`config.mk`:
```
export PLATFORM = sky130hd
export DESIGN_NAME = pitch_count_tracker
export DESIGN_NICKNAME = d
export VERILOG_FILES = /design/src/rtl/pitch_pkg.sv /design/src/rtl/press_detect.sv /design/src/rtl/event_select.sv /design/src/rtl/count_fsm.sv /design/src/rtl/pitch_count_tracker.sv
export SDC_FILE = /design/constraint.sdc
export NUM_CORES = 1
export LEC_CHECK = 0
export BUFFER_PORTS_ARGS = -buffer_cell sky130_fd_sc_hd__buf_2
export CAP_MARGIN = 20
export CORE_AREA = 2 2 39 41
export DETAILED_ROUTE_END_ITERATION = 6
export DIE_AREA = 0 0 41 43
export PLACE_DENSITY = 0.63
export SLEW_MARGIN = 0
export SYNTH_ARGS = -nofsm -noshare
export SYNTH_HDL_FRONTEND = slang
export SYNTH_SLANG_ARGS = --single-unit
```
`constraint.sdc`:
```
create_clock -name clk -period 1.8 [get_ports clk]
set_clock_uncertainty 0.15 [all_clocks]
set_input_delay 0.09 -clock clk [delete_from_list [all_inputs] [get_ports clk]]
set_output_delay 0.09 -clock clk [all_outputs]
set_load 0.01 [all_outputs]
```
`src/rtl/pitch_pkg.sv`:
```
package pitch_pkg;

  localparam int unsigned MAX_W = 8;

  typedef logic [MAX_W-1:0] therm_t;

  typedef enum logic [1:0] {
    EV_NONE   = 2'd0,
    EV_STRIKE = 2'd1,
    EV_BALL   = 2'd2,
    EV_HIT    = 2'd3
  } evt_e;

  // Legal thermometer: all ones in the low bits, zeros above.
  function automatic logic therm_legal(input therm_t code);
    therm_t inc;
    inc = code + therm_t'(1);
    return (code & inc) == '0;
  endfunction

  // True when every one of the w display bits is lit.
  function automatic logic therm_full(input therm_t code, input int unsigned w);
    therm_t all_lit;
    all_lit = '0;
    for (int i = 0; i < int'(MAX_W); i++) begin
      if (i < int'(w)) all_lit[i] = 1'b1;
    end
    return code == all_lit;
  endfunction

  // Light one more LED above the lit ones.
  function automatic therm_t therm_step(input therm_t code);
    return {code[MAX_W-2:0], 1'b1};
  endfunction

endpackage

```
`src/rtl/press_detect.sv`:
```
module press_detect #(
  parameter int unsigned N_BTN       = 3,
  parameter int unsigned SYNC_STAGES = 2
) (
  input  logic             clk,
  input  logic             rst,
  input  logic [N_BTN-1:0] btn_raw,
  output logic [N_BTN-1:0] press
);
  localparam int unsigned LAST = SYNC_STAGES - 1;

  logic [SYNC_STAGES-1:0][N_BTN-1:0] sync_q;
  logic [N_BTN-1:0]                  prev_q;

  // Reset presets the chain to "pressed" so that a held button is not seen
  // as a new press once reset is released.
  always_ff @(posedge clk) begin
    if (rst) sync_q[0] <= '1;
    else     sync_q[0] <= btn_raw;
  end

  for (genvar s = 1; s < SYNC_STAGES; s++) begin : g_stage
    always_ff @(posedge clk) begin
      if (rst) sync_q[s] <= '1;
      else     sync_q[s] <= sync_q[s-1];
    end
  end

  always_ff @(posedge clk) begin
    if (rst) prev_q <= '1;
    else     prev_q <= sync_q[LAST];
  end

  assign press = sync_q[LAST] & ~prev_q;
endmodule

```
`src/rtl/event_select.sv`:
```
module event_select
  import pitch_pkg::*;
(
  input  logic strike_evt,
  input  logic ball_evt,
  input  logic hit_evt,
  output evt_e applied
);
  always_comb begin
    if (hit_evt)         applied = EV_HIT;
    else if (ball_evt)   applied = EV_BALL;
    else if (strike_evt) applied = EV_STRIKE;
    else                 applied = EV_NONE;
  end
endmodule

```
`src/rtl/count_fsm.sv`:
```
module count_fsm
  import pitch_pkg::*;
#(
  parameter int unsigned STRIKE_W = 2,
  parameter int unsigned BALL_W   = 3
) (
  input  logic                clk,
  input  logic                rst,
  input  evt_e                evt,
  output logic [STRIKE_W-1:0] strike_disp,
  output logic [BALL_W-1:0]   ball_disp
);
  logic [STRIKE_W-1:0] strike_q, strike_d;
  logic [BALL_W-1:0]   ball_q, ball_d;
  therm_t              s_ext, b_ext, s_step, b_step;

  assign s_ext  = therm_t'(strike_q);
  assign b_ext  = therm_t'(ball_q);
  assign s_step = therm_step(s_ext);
  assign b_step = therm_step(b_ext);

  always_comb begin
    strike_d = strike_q;
    ball_d   = ball_q;
    unique case (evt)
      EV_HIT: begin
        strike_d = '0;
        ball_d   = '0;
      end
      EV_BALL: begin
        if (!therm_legal(b_ext)) begin
          ball_d = '0;
        end else if (therm_full(b_ext, BALL_W)) begin
          strike_d = '0;
          ball_d   = '0;
        end else begin
          ball_d = b_step[BALL_W-1:0];
        end
      end
      EV_STRIKE: begin
        if (!therm_legal(s_ext)) begin
          strike_d = '0;
        end else if (therm_full(s_ext, STRIKE_W)) begin
          strike_d = '0;
          ball_d   = '0;
        end else begin
          strike_d = s_step[STRIKE_W-1:0];
        end
      end
      default: ;
    endcase
  end

  always_ff @(posedge clk) begin
    if (rst) begin
      strike_q <= '0;
      ball_q   <= '0;
    end else begin
      strike_q <= strike_d;
      ball_q   <= ball_d;
    end
  end

  assign strike_disp = strike_q;
  assign ball_disp   = ball_q;
endmodule

```
`src/rtl/pitch_count_tracker.sv`:
```
module pitch_count_tracker
  import pitch_pkg::*;
#(
  parameter int unsigned STRIKE_W    = 2,
  parameter int unsigned BALL_W      = 3,
  parameter int unsigned SYNC_STAGES = 2
) (
  input  logic                clk,
  input  logic                rst,
  input  logic                strike_btn,
  input  logic                ball_btn,
  input  logic                hit_btn,
  output logic [STRIKE_W-1:0] strike_leds,
  output logic [BALL_W-1:0]   ball_leds
);
  localparam int unsigned N_BTN = 3;

  logic [N_BTN-1:0] press;
  logic             strike_evt, ball_evt, hit_evt;
  evt_e             applied_evt;

  press_detect #(
    .N_BTN      (N_BTN),
    .SYNC_STAGES(SYNC_STAGES)
  ) u_press (
    .clk    (clk),
    .rst    (rst),
    .btn_raw({hit_btn, ball_btn, strike_btn}),
    .press  (press)
  );

  assign strike_evt = press[0];
  assign ball_evt   = press[1];
  assign hit_evt    = press[2];

  event_select u_sel (
    .strike_evt(strike_evt),
    .ball_evt  (ball_evt),
    .hit_evt   (hit_evt),
    .applied   (applied_evt)
  );

  count_fsm #(
    .STRIKE_W(STRIKE_W),
    .BALL_W  (BALL_W)
  ) u_fsm (
    .clk        (clk),
    .rst        (rst),
    .evt        (applied_evt),
    .strike_disp(strike_leds),
    .ball_disp  (ball_leds)
  );
endmodule

```
; ---- Yosys cells after proc, flatten, opt, wreduce, memory -nomap -nowiden
; Index checks and enable logic that the tools add are counted.
[totals]
input_bits = 5
ff_bits = 14
output_inout_bits = 5
word_cells = 42
[classes]
add_sub_neg = 2
eq_ne = 9
n_mux = 17
n_reduce_logical = 5
bitwise_logic = 4
[ops]
columns = op, count
row1 = $logic_not A8 Y1, 2
row2 = $mux W2, 6
row3 = $mux W3, 4
row4 = $pmux W3 S3, 1
row5 = $and A2 B8 Y8, 1
row6 = $and A3 B8 Y8, 1
row7 = $ne A2 B1 Y1 const B, 4
row8 = $pmux W2 S3, 1
row9 = $reduce_and A3 Y1, 2
row10 = $mux W1, 5
row11 = $add A3 B1 Y4 const B, 1
row12 = $eq A2 B2 Y1 const B, 2
row13 = $add A2 B1 Y3 const B, 1
row14 = $and A3 B3 Y3, 1
row15 = $eq A3 B3 Y1, 1
row16 = $not A3 Y3, 1
row17 = $reduce_bool A3 Y1, 1
row18 = $eq A2 B1 Y1 const B, 1
row19 = $eq A2 B2 Y1, 1

; ---- Depth between registers and ports, before layout
[logic_depth]
depth_word = 11
mapped_depth = 4
ltp_nobuf = 4

; ---- Cells and area by module
; From an unflattened synthesis, not the netlist that was laid out.
[unflattened]
cells_unflattened = 45
area_unflattened_um2 = 484.2
[modules_own_cells]
columns = module, n_inst, area_each_um2, seq_area_each_um2, cells_each
row1 = press_detect, 1, 255.2, 180.2, 21
row2 = count_fsm, 1, 211.5, 100.1, 21
row3 = event_select, 1, 17.5, 0.0, 3

; ---- Worst setup path after synthesis
; OpenSTA, ideal clock, no wires.
[synth_timing]
path_kind = register to register
startpoint = reg u_press.sync_q[3] in the netlist's numbering
endpoint = reg u_fsm.ball_q[0] (netlist: u_fsm.ball_disp[0])
required_time_ps = 1531
stages_incl_launch_ff = 5
setup_ps = 119
synth_period_minus_slack_ps = 1273
setup_slack_ps = 527
t_arrival_ps = 1005
path_buffers = 0
path_cell_list = dfxtp_1 nor2b_4 a311oi_4 nor2_1 o221a_1
[synth_between]
elab_chain_cells = 7
word_cells_on_any_way = 12
cone_classes = 5 x eq/ne / 4 x mux / 1 x bitwise / 2 x reduce/logical
[synth_rtl]
columns = item, line
row1 = "start, declared", press_detect.sv:12  ; logic [SYNC_STAGES-1:0][N_BTN-1:0] sync_q;
row2 = "start signal, assigned by index", press_detect.sv:25  ; else sync_q[s] <= sync_q[s-1];
row3 = $and A3 B3 Y3 (*), press_detect.sv:34  ; assign press = sync_q[LAST] & ~prev_q;
row4 = $mux W1 (*), event_select.sv:12  ; else if (strike_evt) applied = EV_STRIKE;
row5 = $mux W2 (*), event_select.sv:11  ; else if (ball_evt) applied = EV_BALL;
row6 = $mux W2 (*), event_select.sv:10  ; if (hit_evt) applied = EV_HIT;
row7 = $eq A2 B1 Y1 or $eq A2 B2 Y1 (tied branches), count_fsm.sv:25  ; unique case (evt)
row8 = $ne A2 B1 Y1 (no source line) or $reduce_bool A3 Y1 (tied branches), --
row9 = $reduce_and A3 Y1 (no source line), --
row10 = "end signal, assigned", count_fsm.sv:60  ; ball_q <= ball_d;
row11 = "end, declared", count_fsm.sv:14  ; logic [BALL_W-1:0] ball_q, ball_d;
; Every way passes the cells marked *; elsewhere a longest branch is shown, timed or not.
; A chain may end at the register's enable or synchronous reset.

; ---- Final worst setup path
; Same ends and word-level chain as after synthesis.

==> results.cfg <==
[sta]
setup-violations-final = 0
rsz0062_at_grt = no
tightestPinTransition_ns = 0.3237
holdWs_ns = 0.2572
slew_headroom_pct = 78.25
maxSlewViolCount = 0
fin_ws_ns = 0.4403
hold_viol_final = 0
fin_crit_sh_pct = 75.54
fmax_ghz = 0.7355
setup_tns_ns = 0
fin_crit_ns = 1.360

[grt]
grt_use_met3_pct = 9.424
gr-usage-met1_pct = 13.44
busiest_layer = met2
grt_pass1_wl_um = 1400
grt.overflow.total = 0
grt_pass1_vias = 349
grt_util_met2_pct = 17.50
antenna_found_initial = 0
grt_start_max_net_pins = 15
grtUsageTotal_pct = 12.53

[critical_path]
endpoint_kind = register
cpMaxStageDelayCell = a311oi_4
critPathLaunch = u_press.sync_q[3]
max_stage_delay_ns = 0.35
crit_chain = nor2b_4 -> a311oi_4 -> nor2_1 -> o221a_1
rr_startpoint = u_press.sync_q[3]
startpoint_type = register
critPathKind = reg -> reg
critPathMaxFanout = 4
rr_worst_depth = 4
arrival_ns = 1.38
critPathBufInv = 0
critPathTopFamily = compound AO/OA/AOI/OAI gates
crit_cells = 4
crit_required_ns = 1.82

[detailed_routing]
drt-total-wl_um = 822
ant_nets = 0
wire_per_inst_um = 10.41
vias = 364
drc = 0
vias_per_cell = 4.608
drt-pass1-iter-count = 4
drt_iter0_markers = 2

[finish]
final_util_pct = 47.20
area_delta_synth_final_pct = 26.70
fill_cells = 124
drive_above_1_share_pct = 26.98
multi_input_area_um2 = 227.7
nets = 69
num_antenna_cells = 0
seqCellArea_um2 = 280.3

[power_and_ir_drop]
p_leak_nw = 0.2663
ir_worst_vdd_uv = 507.2
total_power_uw = 582.8
p_per_area_mw_per_mm2 = 892.3

[clock_network]
cts.repair.resized = 0
numClockSinks = 14
clk_pin_slew_ns = 0.08
ctsHtreeMaxLevel = 1
clock_path_buffers = 2
postCtsSetupRepairBufs = 0
cts_buffers = 3
cts_tree = done
insertion_delay_ns = 0.28
cts-root-buf = clkbuf_4

[logic_synthesis]
syn_area_um2 = 515.5
synth_cells = 47
synthTopCellsByArea = dfxtp_1 54%, or2_1 11%, nor2b_4 5.3%
synth_top_cell_by_area = dfxtp_1
synth.top_cell.area_share_pct = 54.37
seq_area_frac_synth_pct = 54.37
yosys.cell_types.count = 18
avgSynthCellArea_um2 = 10.97
synth-seq-cells = 14
synth_fp_nets = 52
synth_warnings = 0

[floorplanning]
floorplan.initialDensity_pct = 37.25
die_area_mm2 = 0.001763
rows = 14
ios = 10
core_area_mm2 = 0.001384
die_w_um = 41
fp.dieH_um = 43

[placed_design]
numPortBuffers = 9
preCtsSetupSlack_ns = 0.4414
place_hpwl_um = 564.2
gp_congestion = 0.7365

[status]
status = complete, no violations

[min_path]
hold_path_depth = 1
worstHoldStart = u_press.sync_q[2]
hp-class = reg -> reg

[flow_run]
cap_violations = 0
-- layout make-up --
cell class | count | area share [%]
Clock buffer | 4 | 5.556
Tap cell | 16 | 3.065
Inverter | 1 | 0.5747
Sequential cell | 14 | 42.91
Multi-Input combinational cell | 31 | 34.87
Timing Repair Buffer | 13 | 13.03
-- through the flow --
stage          instances  cell area (um^2)
4_1_cts               79             653.1
6_report              79             653.1
5_1_grt               79             653.1
3_3_place_gp          71             576.8
2_1_floorplan         47             515.5
3_5_place_dp          71             576.8
-- cell usage after synthesis --
| cell | n |
|---|---|
| nand2b_1 | 2 |
| nor2b_2 | 1 |
| a21oi_1 | 2 |
| clkbuf_1 | 1 |
| nor3_1 | 1 |
| nor2b_4 | 2 |
| o221a_1 | 1 |
| dfxtp_1 | 14 |
| or2_1 | 9 |
| a311oi_4 | 1 |
| nor2_1 | 4 |
| nand2_1 | 1 |
| a32oi_1 | 1 |
| nand4_1 | 3 |
| inv_1 | 1 |
| nand3b_1 | 1 |
| nand4b_1 | 1 |
| a22oi_1 | 1 |
-- routing by layer --
layer	share of wire [%]	wire (um)
met4	1.3	11
met2	45	368
met5	0	0
met1	46	376
met3	7.9	65
-- cell families after synthesis --
kind of cell | share of synthesized area [%]
and+or+nand+nor | 31.79
DFF | 54.37
AOI/OAI and AO/OA | 12.38
buffers and inverters | 1.455
-- repair_timing --
action                                  in CTS  in global routing
endpoints found under the setup margin       0                  0
hold buffers                                 4                  0
hold endpoints to repair                     7                  0
-- power by group --
group	switching, mW	total, mW	internal, mW
logic	0.0149	0.0361	0.0212
clock network	0.0979	0.221	0.123
registers	0.00609	0.326	0.320
total	0.119	0.583	0.464
-- worst paths after layout --
check	endpoint	slack, ns
hold / removal	u_press.sync_q[5]	0.26
setup reg to reg	u_fsm.ball_disp[0]	0.44
hold reg to reg	u_press.sync_q[5]	0.26
setup / recovery	u_fsm.ball_disp[0]	0.44
-- state kept, by name, indices dropped and copies added, names as in the netlist --
register           flops
u_fsm.ball_disp        3
u_fsm.strike_disp      2
u_press.prev_q         3
u_press.sync_q         6
-- layout by cell type (no fill, tap or decap), drive strengths merged, types with 2 or more instances in the layout --
cell type	instances
dfxtp	14
or2	9
buf	9
nor2	4
dlygate4sd3	4
clkbuf	4
nand4	3
nor2b	3
nand2b	2
a21oi	2
Note: power is estimated with default switching activity, not from simulation.
